### config.mk
export PLATFORM = sky130hd
export DESIGN_NAME = lane_sram
export DESIGN_NICKNAME = d
export VERILOG_FILES = /design/src/rtl/lane_sram_pkg.sv /design/src/rtl/lane_sram_rst_sync.sv /design/src/rtl/lane_sram_ctrl.sv /design/src/rtl/lane_sram_store.sv /design/src/rtl/lane_sram_rdreg.sv /design/src/rtl/lane_sram.sv
export SDC_FILE = /design/constraint.sdc
export NUM_CORES = 1
export LEC_CHECK = 0
export BUFFER_PORTS_ARGS = -buffer_cell sky130_fd_sc_hd__buf_2
export CORE_MARGIN = 4
export CORE_UTILIZATION = 55
export DETAILED_ROUTE_END_ITERATION = 10
export MAX_ROUTING_LAYER = met4
export PLACE_DENSITY = 0.82
export SYNTH_ARGS = -nofsm -noshare
export SYNTH_HDL_FRONTEND = slang
export SYNTH_SLANG_ARGS = --single-unit
export TNS_END_PERCENT = 10
### constraint.sdc
create_clock -name clk -period 2 [get_ports clk]
set_input_delay 0 -clock clk [delete_from_list [all_inputs] [get_ports clk]]
set_output_delay 0 -clock clk [all_outputs]
set_load 0.02 [all_outputs]
### src/rtl/lane_sram_pkg.sv
package lane_sram_pkg;

  typedef enum logic [1:0] {
    OP_IDLE  = 2'd0,
    OP_READ  = 2'd1,
    OP_WRITE = 2'd2
  } lane_op_e;

  // lanes needed to cover every bit of a word (rounded up)
  function automatic int lane_count(input int word_w, input int lane_w);
    return (word_w + lane_w - 1) / lane_w;
  endfunction

  // first data bit of lane idx
  function automatic int lane_base(input int idx, input int lane_w);
    return idx * lane_w;
  endfunction

  // bit count of lane idx; the last lane may be short
  function automatic int lane_bits(input int idx, input int lane_w, input int word_w);
    return ((idx + 1) * lane_w > word_w) ? (word_w - idx * lane_w) : lane_w;
  endfunction

endpackage

### src/rtl/lane_sram_rst_sync.sv
module lane_sram_rst_sync #(
  parameter int STAGES = 2
) (
  input  logic clk,
  input  logic rst_n,
  output logic rst_ok
);

  logic [STAGES-1:0] sync_q;
  logic [STAGES-1:0] sync_d;

  always_comb begin
    sync_d = {sync_q[STAGES-2:0], 1'b1};
  end

  always_ff @(posedge clk or negedge rst_n) begin
    if (!rst_n) begin
      sync_q <= '0;
    end else begin
      sync_q <= sync_d;
    end
  end

  assign rst_ok = sync_q[STAGES-1];

endmodule

### src/rtl/lane_sram_ctrl.sv
module lane_sram_ctrl
  import lane_sram_pkg::*;
(
  input  logic     cs_n,
  input  logic     we_n,
  input  logic     rst_ok,
  output lane_op_e op
);

  always_comb begin
    if (!rst_ok || cs_n) begin
      op = OP_IDLE;
    end else if (!we_n) begin
      op = OP_WRITE;
    end else begin
      op = OP_READ;
    end
  end

endmodule

### src/rtl/lane_sram_store.sv
module lane_sram_store
  import lane_sram_pkg::*;
#(
  parameter int  DATA_W    = 25,
  parameter int  LANE_W    = 8,
  parameter int  DEPTH     = 16,
  localparam int NUM_LANES = lane_count(DATA_W, LANE_W),
  localparam int ADDR_W    = $clog2(DEPTH)
) (
  input  logic                 clk,
  input  logic                 wr_en,
  input  logic [ADDR_W-1:0]    addr,
  input  logic [DATA_W-1:0]    wdata,
  input  logic [NUM_LANES-1:0] lane_we,
  output logic [DATA_W-1:0]    rd_word
);

  // one independent array per lane; the last one is only as wide as the remainder
  for (genvar gi = 0; gi < NUM_LANES; gi++) begin : g_lane
    localparam int LO = lane_base(gi, LANE_W);
    localparam int LB = lane_bits(gi, LANE_W, DATA_W);

    logic [LB-1:0] cell_q [DEPTH];
    logic [LB-1:0] cell_d;
    logic          cell_we;

    always_comb begin
      cell_we = wr_en & lane_we[gi];
      cell_d  = wdata[LO +: LB];
    end

    always_ff @(posedge clk) begin
      if (cell_we) begin
        cell_q[addr] <= cell_d;
      end
    end

    assign rd_word[LO +: LB] = cell_q[addr];
  end

endmodule

### src/rtl/lane_sram_rdreg.sv
module lane_sram_rdreg #(
  parameter int DATA_W = 25
) (
  input  logic              clk,
  input  logic              rst_n,
  input  logic              load,
  input  logic [DATA_W-1:0] din,
  output logic [DATA_W-1:0] dout
);

  logic [DATA_W-1:0] dout_d;

  always_comb begin
    dout_d = load ? din : dout;
  end

  always_ff @(posedge clk or negedge rst_n) begin
    if (!rst_n) begin
      dout <= '0;
    end else begin
      dout <= dout_d;
    end
  end

endmodule

### src/rtl/lane_sram.sv
module lane_sram
  import lane_sram_pkg::*;
#(
  parameter int  DATA_W    = 25,
  parameter int  LANE_W    = 8,
  parameter int  DEPTH     = 16,
  localparam int NUM_LANES = lane_count(DATA_W, LANE_W),
  localparam int ADDR_W    = $clog2(DEPTH)
) (
  input  logic                 clk,
  input  logic                 rst_n,
  input  logic                 cs_n,
  input  logic                 we_n,
  input  logic [ADDR_W-1:0]    addr,
  input  logic [DATA_W-1:0]    wdata,
  input  logic [NUM_LANES-1:0] wmask,
  output logic [DATA_W-1:0]    rdata
);

  logic              rst_ok;
  lane_op_e          op;
  logic              wr_en;
  logic              rd_en;
  logic [DATA_W-1:0] rd_word;

  lane_sram_rst_sync #(
    .STAGES(2)
  ) u_rst_sync (
    .clk   (clk),
    .rst_n (rst_n),
    .rst_ok(rst_ok)
  );

  lane_sram_ctrl u_ctrl (
    .cs_n  (cs_n),
    .we_n  (we_n),
    .rst_ok(rst_ok),
    .op    (op)
  );

  always_comb begin
    wr_en = (op == OP_WRITE);
    rd_en = (op == OP_READ);
  end

  lane_sram_store #(
    .DATA_W(DATA_W),
    .LANE_W(LANE_W),
    .DEPTH (DEPTH)
  ) u_store (
    .clk    (clk),
    .wr_en  (wr_en),
    .addr   (addr),
    .wdata  (wdata),
    .lane_we(wmask),
    .rd_word(rd_word)
  );

  lane_sram_rdreg #(
    .DATA_W(DATA_W)
  ) u_rdreg (
    .clk  (clk),
    .rst_n(rst_n),
    .load (rd_en),
    .din  (rd_word),
    .dout (rdata)
  );

endmodule

# Word-level counts from Yosys, hierarchy flattened
# Memories as Yosys holds them, arrays and structs flattened. A register that Yosys moved wholly into a read port is not among the register bits.
# Index checks and enable logic that the tools add are counted.
[word_totals]
regBits = 2
ramBits = 400
inputBits = 37
output_inout_bits = 25
memories = 4
[op_classes]
n_eq_ne = 2
muxes = 10
n_bitwise = 4
n_reduce_logical = 6
[mem_list]
columns = ["memory", "words", "width", "read_ports", "rd_ports_with_merged_regs", "wr", "line", "text"]
rows = [
  ["u_store.g_lane[0].cell_q", 16, 8, 1, 1, 1, "lane_sram_store.sv:23", "logic [LB-1:0] cell_q [DEPTH];"],
  ["u_store.g_lane[1].cell_q", 16, 8, 1, 1, 1, "lane_sram_store.sv:23", ""],
  ["u_store.g_lane[2].cell_q", 16, 8, 1, 1, 1, "lane_sram_store.sv:23", ""],
  ["u_store.g_lane[3].cell_q", 16, 1, 1, 1, 1, "lane_sram_store.sv:23", ""],
]
[op_table]
columns = ["op", "n"]
rows = [
  ["2-to-1 mux 1 bit", 8],
  ["logical NOT 1 bit", 5],
  ["bitwise AND 1 bit", 4],
  ["2-to-1 mux 2 bit", 2],
  ["== test 2 x 1 -> 1 bit (second input constant)", 1],
  ["== test 2 bit (second input constant)", 1],
  ["logical OR 1 bit", 1],
]

# Depth between registers and ports, before layout
[logic_depth]
depth_word = 7
ltp_mapped = 8
mapped_depth_nobuf = 4

# Hierarchy
# Synthesis repeated with hierarchy kept, for this count alone.
[unflattened]
cells_unflattened = 766
area_unflattened_um2 = 16452.0
[by_module_without_submodules]
columns = ["mod", "instances", "cells_per_inst", "area_each_um2"]
rows = [
  ["lane_sram_store", 1, 706, 15328.5],
  ["lane_sram_rdreg", 1, 53, 1033.5],
  ["lane_sram_rst_sync", 1, 3, 53.8],
  ["lane_sram_ctrl", 1, 2, 21.3],
  ["lane_sram", 1, 2, 15.0],
]

# Worst setup path after synthesis
# Ideal clock, no wire load.
[synth_path]
kind = "register to register"
from = "register u_rst_sync.sync_q[1]"
to = "memory u_store.g_lane[2].cell_q[10][0] (netlist bit) (enable)"
arrival_ns = 1.504
slack_ns = 0.125
path_stages_with_launch = 5
path_cell_list = "dfrtp_1 > nor3b_1 > nand2_1 > clkbuf_1 > nor2_1"
[synth_between]
elab_chain_cells = 7
[synth_lines]
columns = ["item", "line", "text"]
rows = [
  ["start, declared", "lane_sram_rst_sync.sv:9", "logic [STAGES-1:0] sync_q;"],
  ["start signal, assigned", "lane_sram_rst_sync.sv:20", "sync_q <= sync_d;"],
  ["logical NOT 1 bit", "lane_sram_ctrl.sv:11", "if (!rst_ok || cs_n) begin"],
  ["logical OR 1 bit", "lane_sram_ctrl.sv:11", ""],
  ["2-to-1 mux 2 bit", "lane_sram_ctrl.sv:11", ""],
  ["== test 2 bit", "lane_sram.sv:42", "wr_en = (op == OP_WRITE);"],
  ["bitwise AND 1 bit", "lane_sram_store.sv:28", "cell_we = wr_en & lane_we[gi];"],
  ["2-to-1 mux 1 bit", "lane_sram_store.sv:33", "if (cell_we) begin"],
  ["2-to-1 mux 1 bit (not written as such)", "lane_sram_store.sv:34", "cell_q[addr] <= cell_d;"],
  ["end, declared", "lane_sram_store.sv:23", ""],
]
# No other way between the ends.

# Final worst setup path
[layout_path]
from = "input addr[2]"
to = "memory u_store.g_lane[2].cell_q[4][6] (netlist bit) (enable)"
[layout_lines]
columns = ["item", "line", "text"]
rows = [
  ["start, declared", "lane_sram.sv:14", "input logic [ADDR_W-1:0] addr,"],
]
# Straight into the memory's write port.

==> results.py <==
metrics = {
    "pwr": {
        "power.internal_uw": 15100,
        "switching_share_pct": 21.4,
        "p_seq_share_pct": 52.0,
        "p_comb_share_pct": 6.2,
        "p_clk_share_pct": 41.8,
        "ir_worst_vdd_v": 0.000869,
        "p_total_uw": 19200,
        "p_leak_uw": 0.00653,
        "power_density_nw_per_um2": 991,
        "p_sw_uw": 4090,
    },
    "placed_design": {
        "gp_congestion": 0.873,
        "port_buffers": 61,
        "hpwl_mm": 24.6,
        "pre_cts_ws_ns": 0.162,
    },
    "synth": {
        "synth_fa_ha_area_share_pct": 0,
        "yosysSeqAreaShare_pct": 77.1,
        "syn_avg_cell_area_sq_um": 19.9,
        "async_flop_share_pct": 6.32,
        "synth-edff-count": 400,
        "synth_simple_gate_area_share_pct": 3.22,
        "syn_area_sq_um": 16500,
        "synth-xor-area-share_pct": 0,
        "yosysWarnings": 0,
        "synth.distinct_cells": 40,
        "ys.flop_type": "edfxtp_1",
        "synth_compound_area_share_pct": 4.26,
        "synthesis.nets": 865,
        "synth.area.mux_share_pct": 13.4,
        "synth_top_family_by_area": "multiplexers",
        "synthCells": 828,
        "yosys_register_bits": 427,
    },
    "sta": {
        "relSlewSlack_pct": 43.2,
        "holdWs_ns": 0.0908,
        "skew_ns": 0.0285,
        "worst_pin_slew_ns": 0.852,
        "setup_viol_count_final": 0,
        "fmaxAchievable_ghz": 0.538,
        "drv_slew": 0,
        "rsz0062_at_grt": "no",
        "fin_ws_ns": 0.140,
        "hold_violations": 0,
        "setup-tns-final_ns": 0,
        "post-route-period-util_pct": 93.0,
        "fin_crit_ns": 1.86,
    },
    "hold_path": {
        "hold_path_class": "in2reg",
        "whs_path_depth": 3,
    },
    "final_layout": {
        "multi_input_area_sq_um": 3440,
        "fin_util_pct": 65.4,
        "n_fill_cell": 1846,
        "seq_area_sq_um": 12700,
        "final_net_count": 1040,
        "layout-drive-gt1-share_pct": 28.8,
        "insertedDiodeCount": 0,
        "syn_to_final_growth_pct": 17.5,
    },
    "detailed_routing": {
        "drtIter0Drc": 1162,
        "final_antenna_net_count": 0,
        "viasPerCell": 6.37,
        "num_vias": 9085,
        "wl_mm": 39.5,
        "first_pass_iters": 5,
        "avgRoutedWirePerCell_microns": 27.7,
        "drc": 0,
    },
    "grt": {
        "grt_pass1_vias": 9311,
        "antenna_found_initial": 0,
        "overflow": 0,
        "grt_max_degree": 34,
        "grt_use_total_pct": 25.0,
        "grt_pass1_wl_mm": 59.5,
    },
    "worst_setup_path": {
        "cp-start-kind": "input pin",
        "rr_worst_depth": 4,
        "worstPathArrival_ns": 2.11,
        "end_kind": "register",
        "crit_required_ns": 2.25,
        "cp_max_fo": 14,
        "criticalPathCategory": "in2reg",
    },
    "clock_network": {
        "cts.htree.levels": 2,
        "clock_latency_ns": 0.55,
        "clk_pin_slew_worst_paths_ns": 0.07,
        "cts_tree": "yes",
        "clk_path_buf_depth": 3,
        "numCtsBuffers": 42,
        "cts_resized": 0,
        "ctsRootBufferMaster": "clkbuf_16",
        "numClockSinks": 427,
    },
    "floorplanning": {
        "die_x_microns": 181,
        "start_util_pct": 55.7,
        "io-pin-count": 62,
        "die_area_sq_um": 32800,
        "rows": 63,
        "coreArea_sq_um": 29600,
        "fp.dieH_microns": 181,
    },
    "outcome": {
        "status": "finished, final reports clean",
    },
    "flow_run": {
        "maxCapViolCount": 0,
    },
}
-- synthesized netlist by cell type, types with 2 or more instances --
cell	n	area share, %
buf_6	7	0.48
a32oi_1	14	0.74
nor2_1	91	2.1
clkbuf_1	12	0.27
a21oi_1	38	1.2
a221oi_2	2	0.18
mux2_4	2	0.18
mux2_2	2	0.14
mux2i_1	48	2.9
buf_4	13	0.59
buf_2	14	0.43
mux4_2	72	9.9
o221ai_1	14	0.74
edfxtp_1	400	73
a22oi_1	10	0.46
o22ai_1	10	0.38
nand2_1	16	0.36
nand3_1	4	0.12
mux4_1	2	0.32
dfrtp_1	27	4.1
a211oi_1	10	0.46
and2b_1	2	0.091
-- power by group through the flow --
stage / registers [uW] / clock network [uW] / logic (uW)
after floorplan: 10200 / 0 / 518
after global placement: 10200 / 0 / 1090
after detailed placement: 10200 / 0 / 1120
after CTS: 9970 / 8090 / 1180
after global routing: 9970 / 8500 / 1260
final: 9970 / 8010 / 1190
-- metrics by stage --
step	std cells	instance area, sq um
after global routing	1427	19300
final	1427	19300
after floorplan	828	16500
after detailed placement	1321	17600
after global placement	1321	17600
after CTS	1427	19300
-- cell usage in the layout, fill, tap and decap left out, types with 7 or more instances in the layout --
cell	count
dlygate4sd3_1	28
clkinv_2	7
a32oi_1	14
dfrtp_1	27
a21oi_1	38
mux2i_1	48
o22ai_1	10
a22oi_1	10
clkbuf_1	12
edfxtp_1	400
mux4_2	72
clkbuf_16	43
nor2_1	90
a211oi_1	10
buf_4	90
nand2_1	16
buf_2	59
o221ai_1	14
-- logic make-up after synthesis --
kind of cell / after synthesis
muxes: 126
DFF: 427
and+or+nand+nor: 123
buffers and inverters: 50
AOI/OAI and AO/OA: 101
other: 1
-- critical path: stages --
cell and delay [ns]:
dlygate4sd3_1 0.52, buf_2 0.35, nor2b_2 0.42, nand2_1 0.34, nor2_1 0.24, buf_4 0.23
-- sequential cells by signal, summed over array words and instances (netlist names) --
register               cells
u_store.g_lane.cell_q    400
u_rdreg.dout              25
u_rst_sync.sync_q          2
-- cell type report --
type	instances	area share, %
clock buffer	58	6.01
multi-input combinational	351	17.8
timing repair buffer	180	6.74
sequential	427	65.6
tap	390	2.52
inverter	1	0.0194
clock inverter	20	1.29
-- final timing paths --
| path | startpoint | endpoint | slack (ns) |
|---|---|---|---|
| min in group asynchronous | rst_n | u_rdreg.dout[12]$_DFFE_PN0N_ | 0.10 |
| worst min register to register | u_rst_sync.sync_q[0]$_DFF_PN0_ | u_rst_sync.sync_q[1]$_DFF_PN0_ | 0.35 |
| worst min-delay path | addr[3] | u_rdreg.dout[13]$_DFFE_PN0N_ | 0.09 |
| worst max register to register | u_store.g_lane[1].cell_q[15][1]$_DFFE_PP_ | u_rdreg.dout[9]$_DFFE_PN0N_ | 0.15 |
| worst max-delay path | addr[2] | u_store.g_lane[2].cell_q[4][6]$_DFFE_PP_ | 0.14 |
| max in group asynchronous | rst_n | u_rdreg.dout[5]$_DFFE_PN0N_ | 1.33 |
-- metal layers --
| metal | vias to the layer above | routed length (microns) | GRT usage [%] |
|---|---|---|---|
| met1 | 4641 | 15100 | 34.4 |
| met2 | 632 | 19200 | 38.6 |
| met3 | 82 | 4190 | 5.50 |
| met4 | 0 | 959 | 7.42 |
| li1 | 3730 | - | - |
| met5 | - | 0 | - |
-- repair_timing --
item,4_1_cts,5_1_grt
hold buffers,28,0
buffers inserted,0,0
endpoints found under the hold margin,428,0
Power figures use the tool's default switching activity.
